==> src/rtl/rmii_rx_pkg.sv <==
package rmii_rx_pkg;
  localparam logic [1:0] DIBIT_IDLE  = 2'b00;
  localparam logic [1:0] DIBIT_FALSE = 2'b10;

  typedef struct packed {
    logic       dv;
    logic       er;
    logic [1:0] d;
  } rx_slot_t;
endpackage

==> src/rtl/rmii_rx_tick.sv <==
module rmii_rx_tick #(
  parameter int SLOW_DIV = 10
) (
  input  logic clk_i,
  input  logic rst_ni,
  input  logic slow_i,
  output logic tick_o,
  output logic cur_second_o
);
  localparam int CW = (SLOW_DIV > 1) ? $clog2(SLOW_DIV) : 1;
  localparam logic [CW-1:0] LAST = CW'(SLOW_DIV - 1);

  logic [CW-1:0] cnt_q;
  logic          ph_q;

  assign tick_o       = !slow_i || (cnt_q == LAST);
  assign cur_second_o = ph_q;

  always_ff @(posedge clk_i or negedge rst_ni) begin
    if (!rst_ni) begin
      cnt_q <= '0;
    end else if (tick_o) begin
      cnt_q <= '0;
    end else begin
      cnt_q <= cnt_q + 1'b1;
    end
  end

  // reset to "second" so the first slot presented is a first dibit
  always_ff @(posedge clk_i or negedge rst_ni) begin
    if (!rst_ni) begin
      ph_q <= 1'b1;
    end else if (tick_o) begin
      ph_q <= ~ph_q;
    end
  end
endmodule

==> src/rtl/rmii_rx_fifo.sv <==
module rmii_rx_fifo #(
  parameter int W     = 4,
  parameter int DEPTH = 4
) (
  input  logic         clk_i,
  input  logic         rst_ni,
  input  logic         push_i,
  input  logic [W-1:0] data_i,
  input  logic         pop_i,
  output logic [W-1:0] head_o,
  output logic         empty_o
);
  localparam int AW = (DEPTH > 1) ? $clog2(DEPTH) : 1;
  localparam int CW = $clog2(DEPTH + 1);
  localparam logic [AW-1:0] PLAST = AW'(DEPTH - 1);
  localparam logic [CW-1:0] CFULL = CW'(DEPTH);

  logic [W-1:0]  mem_q [DEPTH];
  logic [AW-1:0] wr_q, rd_q;
  logic [CW-1:0] cnt_q;
  logic          full, do_push, do_pop;

  assign full    = (cnt_q == CFULL);
  assign empty_o = (cnt_q == '0);
  assign do_push = push_i && !full;
  assign do_pop  = pop_i && !empty_o;
  assign head_o  = mem_q[rd_q];

  always_ff @(posedge clk_i) begin
    if (do_push) mem_q[wr_q] <= data_i;
  end

  always_ff @(posedge clk_i or negedge rst_ni) begin
    if (!rst_ni) begin
      wr_q  <= '0;
      rd_q  <= '0;
      cnt_q <= '0;
    end else begin
      if (do_push) wr_q <= (wr_q == PLAST) ? '0 : wr_q + 1'b1;
      if (do_pop)  rd_q <= (rd_q == PLAST) ? '0 : rd_q + 1'b1;
      case ({do_push, do_pop})
        2'b10:   cnt_q <= cnt_q + 1'b1;
        2'b01:   cnt_q <= cnt_q - 1'b1;
        default: cnt_q <= cnt_q;
      endcase
    end
  end
endmodule

==> src/rtl/rmii_rx_slot.sv <==
module rmii_rx_slot
  import rmii_rx_pkg::*;
(
  input  logic     clk_i,
  input  logic     rst_ni,
  input  logic     tick_i,
  input  logic     cur_second_i,
  input  logic     crs_i,
  input  logic     fc_i,
  input  logic     empty_i,
  input  logic [3:0] head_i,
  output logic     pop_o,
  output rx_slot_t out_o
);
  rx_slot_t   out_q, out_d;
  logic       pend_q, pend_d;
  logic [1:0] hi_q, hi_d;
  logic       next_first, fc_act;

  assign next_first = cur_second_i;
  assign fc_act     = crs_i && fc_i;
  assign out_o      = out_q;

  always_comb begin
    out_d  = out_q;
    pend_d = 1'b0;
    hi_d   = hi_q;
    pop_o  = 1'b0;
    if (fc_act) begin
      out_d = '{dv: 1'b1, er: 1'b1, d: DIBIT_FALSE};
    end else if (next_first) begin
      if (!empty_i) begin
        pop_o  = tick_i;
        pend_d = 1'b1;
        hi_d   = head_i[3:2];
        out_d  = '{dv: crs_i, er: 1'b0, d: head_i[1:0]};
      end else begin
        out_d  = '{dv: crs_i, er: 1'b0, d: DIBIT_IDLE};
      end
    end else if (pend_q) begin
      out_d = '{dv: 1'b1, er: 1'b0, d: hi_q};
    end else begin
      // no deassertion on a second-dibit slot
      out_d = '{dv: out_q.dv | crs_i, er: 1'b0, d: DIBIT_IDLE};
    end
  end

  always_ff @(posedge clk_i or negedge rst_ni) begin
    if (!rst_ni) begin
      out_q  <= '{dv: 1'b0, er: 1'b0, d: DIBIT_IDLE};
      pend_q <= 1'b0;
      hi_q   <= DIBIT_IDLE;
    end else if (tick_i) begin
      out_q  <= out_d;
      pend_q <= pend_d;
      hi_q   <= hi_d;
    end
  end
endmodule

==> src/rtl/rmii_rx_fmt.sv <==
module rmii_rx_fmt
  import rmii_rx_pkg::*;
#(
  parameter int SLOW_DIV   = 10,
  parameter int FIFO_DEPTH = 4
) (
  input  logic       clk_i,
  input  logic       rst_ni,
  input  logic       rate_10m_i,
  input  logic       crs_i,
  input  logic       false_carrier_i,
  input  logic       nib_valid_i,
  input  logic [3:0] nib_i,
  output logic [1:0] rxd_o,
  output logic       crs_dv_o,
  output logic       rx_er_o
);
  logic       tick, cur_second, fifo_empty, fifo_pop, fifo_push;
  logic [3:0] fifo_head;
  rx_slot_t   slot;

  assign fifo_push = nib_valid_i && crs_i && !false_carrier_i;

  rmii_rx_tick #(.SLOW_DIV(SLOW_DIV)) u_tick (
    .clk_i       (clk_i),
    .rst_ni      (rst_ni),
    .slow_i      (rate_10m_i),
    .tick_o      (tick),
    .cur_second_o(cur_second)
  );

  rmii_rx_fifo #(.W(4), .DEPTH(FIFO_DEPTH)) u_fifo (
    .clk_i  (clk_i),
    .rst_ni (rst_ni),
    .push_i (fifo_push),
    .data_i (nib_i),
    .pop_i  (fifo_pop),
    .head_o (fifo_head),
    .empty_o(fifo_empty)
  );

  rmii_rx_slot u_slot (
    .clk_i       (clk_i),
    .rst_ni      (rst_ni),
    .tick_i      (tick),
    .cur_second_i(cur_second),
    .crs_i       (crs_i),
    .fc_i        (false_carrier_i),
    .empty_i     (fifo_empty),
    .head_i      (fifo_head),
    .pop_o       (fifo_pop),
    .out_o       (slot)
  );

  assign rxd_o    = slot.d;
  assign crs_dv_o = slot.dv;
  assign rx_er_o  = slot.er;
endmodule

==> config.mk <==
export PLATFORM = sky130hd
export DESIGN_NAME = rmii_rx_fmt
export DESIGN_NICKNAME = d
export VERILOG_FILES = /design/src/rtl/rmii_rx_pkg.sv /design/src/rtl/rmii_rx_tick.sv /design/src/rtl/rmii_rx_fifo.sv /design/src/rtl/rmii_rx_slot.sv /design/src/rtl/rmii_rx_fmt.sv
export SDC_FILE = /design/constraint.sdc
export NUM_CORES = 1
export LEC_CHECK = 0
export CAP_MARGIN = 5
export CORE_MARGIN = 2
export CORE_UTILIZATION = 30
export DETAILED_ROUTE_END_ITERATION = 7
export HOLD_SLACK_MARGIN = 0.03
export PLACE_DENSITY = 0.5
export SLEW_MARGIN = 20
export SYNTH_ARGS = -nofsm -noshare
export SYNTH_HDL_FRONTEND = slang
export SYNTH_HIERARCHICAL = 1
export SYNTH_SLANG_ARGS = --single-unit
==> constraint.sdc <==
create_clock -name clk_i -period 8.1 [get_ports clk_i]
set_clock_uncertainty 0.1 [all_clocks]
set_input_delay 2.43 -clock clk_i [delete_from_list [all_inputs] [get_ports clk_i]]
set_output_delay 2.43 -clock clk_i [all_outputs]
set_load 0.02 [all_outputs]
==> summary.md <==
| Metric | Value |
|---|---|
| Critical path launch point type | input pin |
| WP data arrival | 4740 ps |
| Final setup fails | 0 |
| Routed wire length | 2640 µm |
| First-pass GRT wire length | 4280 µm |
| VDD IR max | 0.121 mV |
| Final min period | 4630 ps |
| Post-DP HPWL | 2030 µm |
| Fmax | 216 MHz |
| Mapped Cells | 112 |
| Most common cell after layout, fill and taps aside | dfrtp_1 |
| Clock buffer count from CTS | 5 |
| Vias/cell | 4.40 |
| Compound-Gate Fraction of Synth Area | 0.0652 |
| Die Span Y | 77.7 µm |
| Post-Synth XOR/XNOR Area | 0.0215 |
| Mux contribution to synthesized area | 0.123 |
| Leak | 0.815 nW |
| Antenna fix cells | 0 |
| GR Overflow Total | 0 |
| Initial antenna violation count | 0 |
| Crit. End Element | register |
| Deepest clock path buffer count | 2 |
| Seq/Total Area, Yosys | 0.587 |
| Req. time, crit path | 8210 ps |
| RSZ-0062 raised after global routing | false |
| Slew HR | 0.421 |
| Setup bufs post-CTS | 0 |
| Adder-Cell Fraction of Synth Area | 0.0736 |
| Top cell type's share of synthesized area | 0.294 |
| Max-cap violations | 0 |
| Cts hold-fix bufs | 0 |
| DRC errors left | 0 |
| Synth Warn # | 6 |
| Die area | 0.00604 mm² |
| Via count | 889 |
| Largest net degree at the start of global routing | 20 |
| Final Max Slew Viols | 0 |
| Area leader, netlist | edfxtp_1 |
| Final Cycle Share | 0.572 |
| Nets | 150 |
| Synthesized flop and latch total | 35 |
| Netlist cell types | 34 |
| Final hold violation count | 0 |
| Initial core utilization | 0.315 |
| Routability-driven placement congestion ratio | 0.758 |
| Least-Margin Pin Slew | 866 ps |
| Clock Root Buffer | clkbuf_8 |
| Clk_lat worst skew | 290 ps |
| Worst-path clk slew | 80 ps |
| Synth top area cells | edfxtp_1 (29%), dfrtp_1 (28%), ha_1 (6.1%) |
| Drt initial violations | 31 |
| Post-synthesis cell area | 0.00163 mm² |
| Total Routing Usage GR | 0.0949 |
| Worst min-delay path class | register to register |
| Final TNS setup | 0 ps |
| Cell Pwr Density | 315 mW/mm² |
| Outcome | complete, no violations |
| Combinational family with the most area after synthesis | multiplexers |
| Core region area | 0.00517 mm² |
| Filler Cell Count | 490 |
| Commonest non-fill, non-tap cells in the layout | dfrtp_1 (18), edfxtp_1 (16), clkdlybuf4s50_1 (13), inv_1 (13) |
| I/O pin count | 14 |
| Hold_ws | 417 ps |
| Die W | 77.7 µm |
| Synth Area in Simple Gates | 0.0974 |
| Ratio of cells with drive above 1 in the final layout | 0.197 |
| Max FO, Critical Path | 11 |
| Area grow syn2layout | 20.2% |
| H-tree levels | 2 |
| Post-layout util | 0.379 |
| Cell Rows | 26 |
| Synth Net Count | 131 |
| Antenna viol nets, final | 0 |
| Worst Setup Path Type | input pin to register |
| IO buf count | 13 |
| # resized after CTS | 0 |
| Average cell area after synthesis | 14.6 µm² |
| TritonCTS clock tree | built |
| Vias in the first global route | 898 |
| Wire per inst | 13.1 µm |
| DRT Pass-1 Iters | 4 |
| Clock sinks | 35 |
==> layout make-up <==
type	instances	area [µm²]	share of cell area
flip-flops and latches	35	957	0.488
multi-input cells	63	621	0.317
repair buffers	13	130	0.0664
well taps	70	87.6	0.0447
clock buffers	5	68.8	0.0351
inverters	13	48.8	0.0249
clock inverters	3	47.5	0.0243
==> kinds of logic after synthesis <==
family,after synthesis
AOI/OAI and AO/OA,12
xor gates and xnor gates,4
adders and majority gates,9
buffers and inverters,14
DFF,35
muxes,12
and+or+nand+nor,26
==> path summary, 6_finish.rpt <==
check                                            startpoint                           to  slack [ps]  depth (start not counted)
min in group asynchronous                            rst_ni  u_fifo/cnt_q[1]$_DFFE_PN0P_        2530                          1
worst max-delay path                             rate_10m_i  u_fifo/cnt_q[2]$_DFFE_PN0P_        3470                         13
worst min-delay path            u_slot/out_o[0]$_DFFE_PN0P_  u_slot/out_o[0]$_DFFE_PN0P_         420                          2
worst max register to register    u_tick/cnt_q[1]$_DFF_PN0_  u_fifo/cnt_q[2]$_DFFE_PN0P_        5200                         15
max in group asynchronous                            rst_ni    u_tick/cnt_q[2]$_DFF_PN0_        4830                          1
worst min register to register  u_slot/out_o[0]$_DFFE_PN0P_  u_slot/out_o[0]$_DFFE_PN0P_         420                          2
==> state kept, by name, indices dropped and copies added (netlist names) <==
register,count
u_slot/hi_q,2
u_fifo/mem_q,16
u_fifo/rd_q,2
u_tick/cur_second_o,1
u_tick/cnt_q,4
u_slot/pend_q,1
u_fifo/wr_q,2
u_fifo/cnt_q,3
u_slot/out_o,4
==> routing by layer <==
metal,global-route usage,vias up,wire (µm)
li1,-,428,-
met1,0.120,438,1160
met2,0.147,17,1320
met3,0.0291,6,112
met4,0.0482,0,49
met5,0,-,0
==> critical path, stage by stage <==
cell,delay [ps]
clkdlybuf4s50_1,450
o21ai_2,200
a21boi_4,310
nand2_4,90
inv_1,100
nand2b_4,70
inv_1,60
ha_1,170
inv_1,60
fa_1,370
xor2_1,150
nor2_1,120
xor2_1,170
==> cells in the mapped netlist, drive strengths merged <==
library cell and number:
dfrtp 18, edfxtp 16, inv 13, ha 8
nor2 8, mux2 6, and2 4, mux4 4
a21oi 3, nand2 3, nand3 3, o21ai 3
xor2 3, mux2i 2, nand2b 2, nor2b 2
a21boi 1, a22oi 1, a31oi 1, a32oi 1
and2b 1, and3 1, and3b 1, buf 1
dfstp 1, fa 1, nor3 1, o21a 1
o22a 1, xnor2 1
==> through the flow <==
stage / worst slack, ps / std cells / area [µm²] / total power [W]
after floorplan: 3840 / 112 / 1630 / 0.000409
after global placement: 3250 / 194 / 1840 / 0.000459
after detailed placement: 3140 / 194 / 1840 / 0.000467
after CTS: 3450 / 202 / 1960 / 0.000629
after global routing: 3290 / 202 / 1960 / 0.000658
final: 3470 / 202 / 1960 / 0.000619
==> where the power goes <==
group	internal (W)	total, W	leakage [nW]	switching [W]
Clock	0.0000932	0.000161	0.0587	0.0000676
Combinational	0.000104	0.000185	0.381	0.0000803
Sequential	0.000229	0.000273	0.376	0.0000440
Note: power is estimated with default switching activity, not from simulation.
